[src/rtl/i2c_seq_pkg.sv]
package i2c_seq_pkg;

  typedef enum logic [2:0] {
    OP_NONE   = 3'd0,
    OP_START  = 3'd1,
    OP_RSTART = 3'd2,
    OP_STOP   = 3'd3,
    OP_RX     = 3'd4,
    OP_ACK    = 3'd5,
    OP_TX     = 3'd6
  } op_e;

  localparam int CMD_W  = 5;
  localparam int CTL_W  = 6;
  localparam int ACKV_BIT = 5;

  function automatic logic [CMD_W-1:0] pend_mask(op_e o);
    case (o)
      OP_START:  pend_mask = 5'b00001;
      OP_RSTART: pend_mask = 5'b00010;
      OP_STOP:   pend_mask = 5'b00100;
      OP_RX:     pend_mask = 5'b01000;
      OP_ACK:    pend_mask = 5'b10000;
      default:   pend_mask = 5'b00000;
    endcase
  endfunction

endpackage

[src/rtl/i2c_half_tick.sv]
module i2c_half_tick #(
  parameter int HALF = 4
) (
  input  logic clk,
  input  logic rst,
  input  logic run,
  output logic tick
);
  localparam int CW = (HALF > 1) ? $clog2(HALF) : 1;

  logic [CW-1:0] cnt_q;

  assign tick = run && (cnt_q == CW'(HALF - 1));

  always_ff @(posedge clk) begin
    if (rst || !run) cnt_q <= '0;
    else if (tick)   cnt_q <= '0;
    else             cnt_q <= cnt_q + CW'(1);
  end
endmodule

[src/rtl/i2c_byte_shift.sv]
module i2c_byte_shift #(
  parameter int W = 8
) (
  input  logic         clk,
  input  logic         rst,
  input  logic         load,
  input  logic [W-1:0] load_data,
  input  logic         shift,
  input  logic         sin,
  output logic [W-1:0] q
);
  always_ff @(posedge clk) begin
    if (rst)        q <= '0;
    else if (load)  q <= load_data;
    else if (shift) q <= {q[W-2:0], sin};
  end
endmodule

[src/rtl/i2c_ctl_gate.sv]
module i2c_ctl_gate
  import i2c_seq_pkg::*;
(
  input  logic             clk,
  input  logic             rst,
  input  logic             busy,
  input  logic             ctl_we,
  input  logic [CTL_W-1:0] ctl_wdata,
  input  logic             tx_we,
  input  logic             wcol_clr,
  output op_e              req_op,
  output logic             tx_go,
  output logic             ack_now,
  output logic             ack_val,
  output logic             wcol
);
  logic ctl_ok, cmd_ok, collide;
  op_e  cmd_op;

  assign ctl_ok  = ctl_we && !busy;
  assign cmd_ok  = ctl_ok && (|ctl_wdata[CMD_W-1:0]);
  assign tx_go   = tx_we && !busy && !cmd_ok;
  assign collide = tx_we && (busy || cmd_ok);
  assign ack_now = ctl_ok ? ctl_wdata[ACKV_BIT] : ack_val;

  always_comb begin
    if      (ctl_wdata[0]) cmd_op = OP_START;
    else if (ctl_wdata[1]) cmd_op = OP_RSTART;
    else if (ctl_wdata[2]) cmd_op = OP_STOP;
    else if (ctl_wdata[3]) cmd_op = OP_RX;
    else if (ctl_wdata[4]) cmd_op = OP_ACK;
    else                   cmd_op = OP_NONE;
  end

  always_comb begin
    if (cmd_ok)     req_op = cmd_op;
    else if (tx_go) req_op = OP_TX;
    else            req_op = OP_NONE;
  end

  always_ff @(posedge clk) begin
    if (rst) begin
      ack_val <= 1'b0;
      wcol    <= 1'b0;
    end else begin
      if (ctl_ok) ack_val <= ctl_wdata[ACKV_BIT];
      if (collide)       wcol <= 1'b1;
      else if (wcol_clr) wcol <= 1'b0;
    end
  end
endmodule

[src/rtl/i2c_cmd_master.sv]
module i2c_cmd_master
  import i2c_seq_pkg::*;
#(
  parameter int DIV_HALF    = 4,
  parameter int DATA_W      = 8,
  parameter int SYNC_STAGES = 2
) (
  input  logic              clk,
  input  logic              rst,
  input  logic              ctl_we,
  input  logic [5:0]        ctl_wdata,
  input  logic              tx_we,
  input  logic [DATA_W-1:0] tx_data,
  input  logic              wcol_clr,
  input  logic              sda_in,
  output logic [4:0]        cmd_pend,
  output logic              ack_value,
  output logic              ack_status,
  output logic [DATA_W-1:0] rx_data,
  output logic              busy,
  output logic              done,
  output logic              wcol,
  output logic              scl_oe,
  output logic              sda_oe
);
  localparam int PH_W    = $clog2(2 * DATA_W + 2);
  localparam int TX_LAST = 2 * DATA_W + 1;
  localparam int RX_LAST = 2 * DATA_W - 1;

  // SDA input synchronizer
  logic [SYNC_STAGES-1:0] sync_q;
  logic sda_s;
  genvar gi;
  generate
    for (gi = 0; gi < SYNC_STAGES; gi++) begin : g_sync
      if (gi == 0) begin : g_first
        always_ff @(posedge clk) begin
          if (rst) sync_q[0] <= 1'b1;
          else     sync_q[0] <= sda_in;
        end
      end else begin : g_next
        always_ff @(posedge clk) begin
          if (rst) sync_q[gi] <= 1'b1;
          else     sync_q[gi] <= sync_q[gi-1];
        end
      end
    end
  endgenerate
  assign sda_s = sync_q[SYNC_STAGES-1];

  // line levels {scl, sda} for one phase of an event (1 = released)
  function automatic logic [1:0] bus_lv(op_e o, logic [PH_W-1:0] p, logic b, logic a);
    case (o)
      OP_START:  bus_lv = (p == PH_W'(0)) ? 2'b10 : 2'b00;
      OP_RSTART: begin
        if      (p == PH_W'(0)) bus_lv = 2'b01;
        else if (p == PH_W'(1)) bus_lv = 2'b11;
        else if (p == PH_W'(2)) bus_lv = 2'b10;
        else                    bus_lv = 2'b00;
      end
      OP_STOP: begin
        if      (p == PH_W'(0)) bus_lv = 2'b00;
        else if (p == PH_W'(1)) bus_lv = 2'b10;
        else                    bus_lv = 2'b11;
      end
      OP_TX:   bus_lv = {p[0], (p >= PH_W'(2 * DATA_W)) ? 1'b1 : b};
      OP_RX:   bus_lv = {p[0], 1'b1};
      OP_ACK:  bus_lv = {p[0], a};
      default: bus_lv = 2'b11;
    endcase
  endfunction

  function automatic logic [PH_W-1:0] last_ph(op_e o);
    case (o)
      OP_START:  last_ph = PH_W'(1);
      OP_RSTART: last_ph = PH_W'(3);
      OP_STOP:   last_ph = PH_W'(2);
      OP_TX:     last_ph = PH_W'(TX_LAST);
      OP_RX:     last_ph = PH_W'(RX_LAST);
      OP_ACK:    last_ph = PH_W'(1);
      default:   last_ph = '0;
    endcase
  endfunction

  op_e              req_op, op_q;
  logic             tx_go, ack_now, ack_val;
  logic             busy_q, done_q, tick;
  logic [PH_W-1:0]  ph_q;
  logic             scl_lv, sda_lv;
  logic [4:0]       pend_q;
  logic             ack_st_q;
  logic [DATA_W-1:0] rx_q, sh_q;
  logic             shift_en, at_last, next_bit, pulse_op;

  i2c_ctl_gate u_ctl (
    .clk      (clk),
    .rst      (rst),
    .busy     (busy_q),
    .ctl_we   (ctl_we),
    .ctl_wdata(ctl_wdata),
    .tx_we    (tx_we),
    .wcol_clr (wcol_clr),
    .req_op   (req_op),
    .tx_go    (tx_go),
    .ack_now  (ack_now),
    .ack_val  (ack_val),
    .wcol     (wcol)
  );

  i2c_half_tick #(.HALF(DIV_HALF)) u_div (
    .clk (clk),
    .rst (rst),
    .run (busy_q),
    .tick(tick)
  );

  assign pulse_op = (op_q == OP_TX) || (op_q == OP_RX) || (op_q == OP_ACK);
  assign shift_en = busy_q && tick && ph_q[0] && ((op_q == OP_TX) || (op_q == OP_RX));
  assign at_last  = (ph_q == last_ph(op_q));
  assign next_bit = ph_q[0] ? sh_q[DATA_W-2] : sh_q[DATA_W-1];

  i2c_byte_shift #(.W(DATA_W)) u_sh (
    .clk      (clk),
    .rst      (rst),
    .load     (tx_go),
    .load_data(tx_data),
    .shift    (shift_en),
    .sin      (sda_s),
    .q        (sh_q)
  );

  always_ff @(posedge clk) begin
    if (rst) begin
      busy_q   <= 1'b0;
      done_q   <= 1'b0;
      op_q     <= OP_NONE;
      ph_q     <= '0;
      scl_lv   <= 1'b1;
      sda_lv   <= 1'b1;
      pend_q   <= '0;
      ack_st_q <= 1'b0;
      rx_q     <= '0;
    end else begin
      done_q <= 1'b0;
      if (!busy_q) begin
        if (req_op != OP_NONE) begin
          busy_q <= 1'b1;
          op_q   <= req_op;
          ph_q   <= '0;
          pend_q <= pend_mask(req_op);
          {scl_lv, sda_lv} <= bus_lv(req_op, '0, tx_data[DATA_W-1], ack_now);
        end
      end else if (tick) begin
        if (at_last) begin
          busy_q <= 1'b0;
          done_q <= 1'b1;
          pend_q <= '0;
          if (pulse_op)       scl_lv   <= 1'b0;
          if (op_q == OP_TX)  ack_st_q <= sda_s;
          if (op_q == OP_RX)  rx_q     <= {sh_q[DATA_W-2:0], sda_s};
        end else begin
          ph_q <= ph_q + PH_W'(1);
          {scl_lv, sda_lv} <= bus_lv(op_q, ph_q + PH_W'(1), next_bit, ack_val);
        end
      end
    end
  end

  assign busy       = busy_q;
  assign done       = done_q;
  assign cmd_pend   = pend_q;
  assign ack_value  = ack_val;
  assign ack_status = ack_st_q;
  assign rx_data    = rx_q;
  assign scl_oe     = ~scl_lv;
  assign sda_oe     = ~sda_lv;
endmodule

[config.mk]
export PLATFORM = sky130hd
export DESIGN_NAME = i2c_cmd_master
export DESIGN_NICKNAME = d
export VERILOG_FILES = /design/src/rtl/i2c_seq_pkg.sv /design/src/rtl/i2c_half_tick.sv /design/src/rtl/i2c_byte_shift.sv /design/src/rtl/i2c_ctl_gate.sv /design/src/rtl/i2c_cmd_master.sv
export SDC_FILE = /design/constraint.sdc
export NUM_CORES = 1
export LEC_CHECK = 0
export ABC_AREA = 1
export CAP_MARGIN = 5
export CORE_UTILIZATION = 52
export DETAILED_ROUTE_END_ITERATION = 12
export GPL_ROUTABILITY_DRIVEN = 0
export PLACE_DENSITY = 0.8
export SLEW_MARGIN = 20
export SYNTH_ARGS = -nofsm -noshare
export SYNTH_HDL_FRONTEND = slang
export SYNTH_SLANG_ARGS = --single-unit
[constraint.sdc]
create_clock -name clk -period 1.9 [get_ports clk]
set_input_delay 0.19 -clock clk [delete_from_list [all_inputs] [get_ports clk]]
set_output_delay 0.19 -clock clk [all_outputs]
set_load 0.02 [all_outputs]
=== Word-level counts from Yosys, hierarchy flattened ===
Cells that the tools add are included.
W data, S select, Z words.

* Bits in registers: 40
* Bits of input ports: 20
* Logic and storage cells: 119

* Add/subtract/negate cells: 2
* $lt $le $gt $ge: 1
* Eq/ne operators: 20
* Mux-type cells: 46
* Bitwise operators: 4
* Reductions and logical operators: 31

{| class="wikitable"
|+ Operators with widths
! operator !! count
|-
| $pmux W5 S5 || 2
|-
| $mux W5 || 8
|-
| $mux W3 || 7
|-
| $mux W1 || 20
|-
| $eq A3 B3 Y1 const B || 6
|-
| $mux W8 || 2
|-
| $eq A3 B2 Y1 const B || 4
|-
| $pmux W2 S6 || 1
|-
| $mux W2 || 5
|-
| $pmux W2 S5 || 1
|-
| $logic_and A1 B1 Y1 || 9
|-
| $reduce_and A3 Y1 || 3
|-
| $reduce_and A4 Y1 || 2
|-
| $eq A3 B1 Y1 const B || 2
|-
| $reduce_bool A2 Y1 || 3
|-
| $reduce_or A2 Y1 || 3
|-
| $add A5 B1 Y5 const B || 1
|-
| $eq A5 B1 Y1 const B || 1
|-
| $eq A5 B2 Y1 const B || 1
|-
| $eq A5 B5 Y1 || 1
|-
| $ge A5 B5 Y1 const B || 1
|-
| $logic_not A5 Y1 || 1
|-
| $reduce_or A5 Y1 || 1
|-
| $logic_or A1 B1 Y1 || 4
|-
| 10 further kinds || 15
|}

=== Longest topological paths before layout ===
* Word-level depth: 12
* Mapped depth: 14
* Mapped depth without buffers: 13

=== Cells and area by module ===
A second synthesis with hierarchy kept.

* Cell total of the unflattened synthesis: 340
* Area, all modules: 2225.9 µm²

{| class="wikitable"
|+ Modules (own cells, without submodules)
! module !! times used !! cells an instance !! area an instance (µm²) !! sequential area each (µm²)
|-
| i2c_cmd_master || 1 || 236 || 1547.7 || 560.5
|-
| i2c_byte_shift || 1 || 63 || 411.6 || 160.2
|-
| i2c_ctl_gate || 1 || 30 || 177.7 || 40.0
|-
| i2c_half_tick || 1 || 11 || 88.8 || 40.0
|}

=== Worst setup path after synthesis ===
Ideal clock, no wire load.

* Kind: flip-flop to flip-flop
* From: reg busy_q (netlist: busy)
* To: reg ph_q[0]
* Library setup time: 116 ps
* Data arrival time: 1669 ps
* Data required time: 1784 ps
* Path slack: 115 ps
* Cell stages (with the launch flop): 13
* Clock period less this slack: 1785 ps
* Cells stage by stage: dfxtp_1 > buf_2 > inv_4 > nand2_1 > inv_1 > nand2_1 > inv_1 > nand2_1 > nand4_1 > nand3_2 > inv_2 > nor2_1 > nor2_1

* Word-level cells in the longest chain between the ends: 10
* Elaborated cells between the ends (all ways): 15

{| class="wikitable"
|+ RTL lines
! what !! RTL line !! RTL
|-
| start, declared || i2c_cmd_master.sv:87 || <nowiki>logic busy_q, done_q, tick;</nowiki>
|-
| start signal, assigned || i2c_cmd_master.sv:134 || <nowiki>busy_q <= 1'b0;</nowiki>
|-
| start signal, assigned || i2c_cmd_master.sv:147 || <nowiki>busy_q <= 1'b1;</nowiki>
|-
| start signal, assigned || i2c_cmd_master.sv:155 || <nowiki>busy_q <= 1'b0;</nowiki>
|-
| $logic_not A1 Y1 || i2c_ctl_gate.sv:20, i2c_ctl_gate.sv:22 ||
|-
| $logic_and A1 B1 Y1 || i2c_ctl_gate.sv:20 || <nowiki>assign ctl_ok = ctl_we && !busy;</nowiki>
|-
| $logic_and A1 B1 Y1 || i2c_ctl_gate.sv:21 || <nowiki>assign cmd_ok = ctl_ok && (|ctl_wdata[CMD_W-1:0]);</nowiki>
|-
| $logic_not A1 Y1 || i2c_ctl_gate.sv:22 || <nowiki>assign tx_go = tx_we && !busy && !cmd_ok;</nowiki>
|-
| $logic_and A1 B1 Y1 || i2c_ctl_gate.sv:22 ||
|-
| $mux W3 || i2c_ctl_gate.sv:37 || <nowiki>else if (tx_go) req_op = OP_TX;</nowiki>
|-
| $mux W3 || i2c_ctl_gate.sv:36 || <nowiki>if (cmd_ok) req_op = cmd_op;</nowiki>
|-
| $reduce_bool A3 Y1 || i2c_cmd_master.sv:146 || <nowiki>if (req_op != OP_NONE) begin</nowiki>
|-
| $reduce_bool A2 Y1 (no source line) || - ||
|-
| $reduce_and A3 Y1 (no source line) || - ||
|-
| end signal, assigned || i2c_cmd_master.sv:162 || <nowiki>ph_q <= ph_q + PH_W'(1);</nowiki>
|-
| end, declared || i2c_cmd_master.sv:88 || <nowiki>logic [PH_W-1:0] ph_q;</nowiki>
|}

Parallel ways exist; a longest one is shown, timed or not.
A chain may end at the register's enable or synchronous reset.

=== Worst setup path in the final report ===
* From: reg busy_q (netlist: busy)
* To: reg ph_q[3]

Same word-level chain as after synthesis.

==> impl_metrics.yaml <==
outcome:
  status: "finished clean"
synthesis:
  synth-main-ff-cell: "dfxtp_1"
  synth_async_sr_flop_share_pct: 0
  synth.cell_area_um2: 2130
  synth.largest_area_cell: "dfxtp_1"
  synth_area_leaders: "dfxtp_1, nand2_1, nor2_1"
  yosysWarningCount: 0
  seq_area_frac_synth_pct: 37.5
  syn-mean-instance-area_um2: 6.51
  synth.net_count: 352
  netlist_top_cells_count: "nand2_1, nor2_1, dfxtp_1"
  synth_edf_count: 0
  synth_most_common_cell: "nand2_1"
  synth_cells: 328
  synth_top_area_share_pct: 37.5
  synth-seq-cells: 40
  ys_types: 28
cells_and_area:
  antenna_cells: 0
  nFillCells: 329
  area_growth_syn_to_layout_pct: 30.0
  drive_gt1_share_pct: 13.4
  fin_nets: 404
floorplan:
  rows: 22
  die_area_um2: 4370
  ios: 40
  core_area_um2: 3800
  die_w_um: 66.1
  start_util_pct: 56.2
  die_h_um: 66.1
place:
  port_buffers: 39
  place_ws_ns: -0.0406
  dpl.hpwl_um: 3590
clocking:
  cts_hold_buffers: 0
  cts.path.max_buffers: 2
  clock_latency_ns: 0.30
  numCtsBuffers: 5
  cts.clk_slew.worst_paths_ns: 0.08
  cts_tree: "done"
  h-tree-depth: 2
  root_buffer: "clkbuf_8"
  clkSinkCount: 40
detailed_routing:
  dr.pass1.iters: 6
  drt_wl_total_um: 5020
  avgViaCountPerCell: 5.07
  ant_nets: 0
  wl_per_cell_um: 11.7
  vias: 2177
  drt_iter0_drc: 152
  route.detailed.drc: 0
global_routing:
  grt_first_pass_wirelength_um: 8420
  grt_max_degree: 23
  track_usage_pct: 25.1
  grt_pass1_vias: 1996
  grt_antenna_before_repair: 0
  gr-total-overflow: 0
power:
  power.leakage_nw: 1.31
  total_power_mw: 3.37
  p_per_area_nw_per_um2: 1210
  vdd_drop_max_uv: 695
sta:
  finalClockSkew_ns: 0.00359
  worstMarginPinSlew_ns: 0.521
  min_period_over_period_pct: 95.9
  hold_viol: 0
  max_freq_mhz: 549
  setup_viol: 0
  min_period_ns: 1.82
  maxSlewHeadroom_pct: 65.2
  fin_ws_ns: 0.0783
  drv_slew: 0
setup_path:
  path_class: "reg2reg"
  critPathLaunchType: "register"
  worstPathArrival_ns: 2.02
  crit_fanout: 9
  end_kind: "register"
  crit_required_ns: 2.10
hold_path:
  hold_class: "reg2reg"
job:
  drv_cap: 0
[worst max-delay path, cell delays in order, from the launching register on]
cell	delay, ns
dfxtp_2	0.34
inv_4	0.10
nand2_1	0.11
nor3_1	0.37
a21oi_4	0.09
nand4_1	0.19
nand3_2	0.16
buf_4	0.16
o21ai_0	0.14
nor2_1	0.06
[metrics by stage]
| step | util, % | instance area, µm² | cells | TNS, ns | hold slack, ns |
|---|---|---|---|---|---|
| after floorplan | - | 2130 | 328 | 0 | 0.294 |
| after global placement | 69.2 | 2630 | 420 | 0 | 0.392 |
| after detailed placement | 69.2 | 2630 | 420 | -0.175 | 0.404 |
| after CTS | 72.4 | 2750 | 428 | 0 | 0.425 |
| after global routing | 73.0 | 2770 | 429 | -0.0151 | 0.440 |
| final | 73.0 | 2770 | 429 | 0 | 0.422 |
[cells in the final DEF (no fill, tap or decap), types with 9 or more instances in the layout]
master	synthesis	final
nand2_1	96	95
nor2_1	55	55
clkdlybuf4s50_1	0	39
inv_1	38	38
dfxtp_1	40	36
nand3_1	21	21
a21oi_1	12	12
buf_4	0	12
nand4_1	9	9
[flip-flops by register name (all words and copies together) (netlist names)]
| signal | flops |
|---|---|
| sync_q | 1 |
| u_ctl.ack_val | 1 |
| cmd_pend | 5 |
| ack_status | 1 |
| scl_lv | 1 |
| rx_data | 8 |
| done | 1 |
| u_ctl.wcol | 1 |
| ph_q | 5 |
| u_sh.q | 8 |
| u_div.cnt_q | 2 |
| op_q | 3 |
| sda_s | 1 |
| sda_lv | 1 |
| busy | 1 |
[routing by layer]
metal | track usage, % | part of all wire [%] | vias to the layer above
met5 | 0 | 0 | -
met4 | 9.31 | 1.3 | 0
met1 | 32.0 | 46 | 977
met2 | 42.1 | 47 | 57
met3 | 4.31 | 5.7 | 8
li1 | - | - | 1135
[final cells by class]
type / instances / area (µm²) / share of cell area, %
clock inverters: 2 / 38.8 / 1.40
flip-flops and latches: 40 / 806 / 29.0
clock buffers: 6 / 82.6 / 2.98
well taps: 48 / 60.1 / 2.17
multi-input cells: 238 / 1140 / 41.0
inverters: 44 / 168 / 6.04
repair buffers: 51 / 480 / 17.3
[final timing paths]
path	startpoint	endpoint	slack (ns)	depth (start not counted)
max	busy	ph_q[3]	0.08	9
min	u_div.cnt_q[0]	u_div.cnt_q[0]	0.42	1
max reg2reg	busy	ph_q[3]	0.08	9
min reg2reg	u_div.cnt_q[0]	u_div.cnt_q[0]	0.42	1
[cells by family after synthesis]
family | after synthesis | share of synthesized area, %
simple gates | 199 | 40.4
compound gates | 33 | 8.79
buf+inv | 50 | 9.73
flops | 40 | 37.5
fa+ha+maj | 4 | 2.34
xor+xnor | 2 | 1.17
[timing repair]
item | in CTS | in global routing
hold endpoints to repair | 0 | 0
resized for setup | 0 | 7
endpoints found under the setup margin | 0 | 19
buffers inserted | 0 | 1
[power breakdown]
group          switching (mW)  internal, mW
sequential              0.134         0.983
combinational           0.909         0.601
clock                   0.311         0.429
total                    1.35          2.01
(Power assumes the default switching activity.)
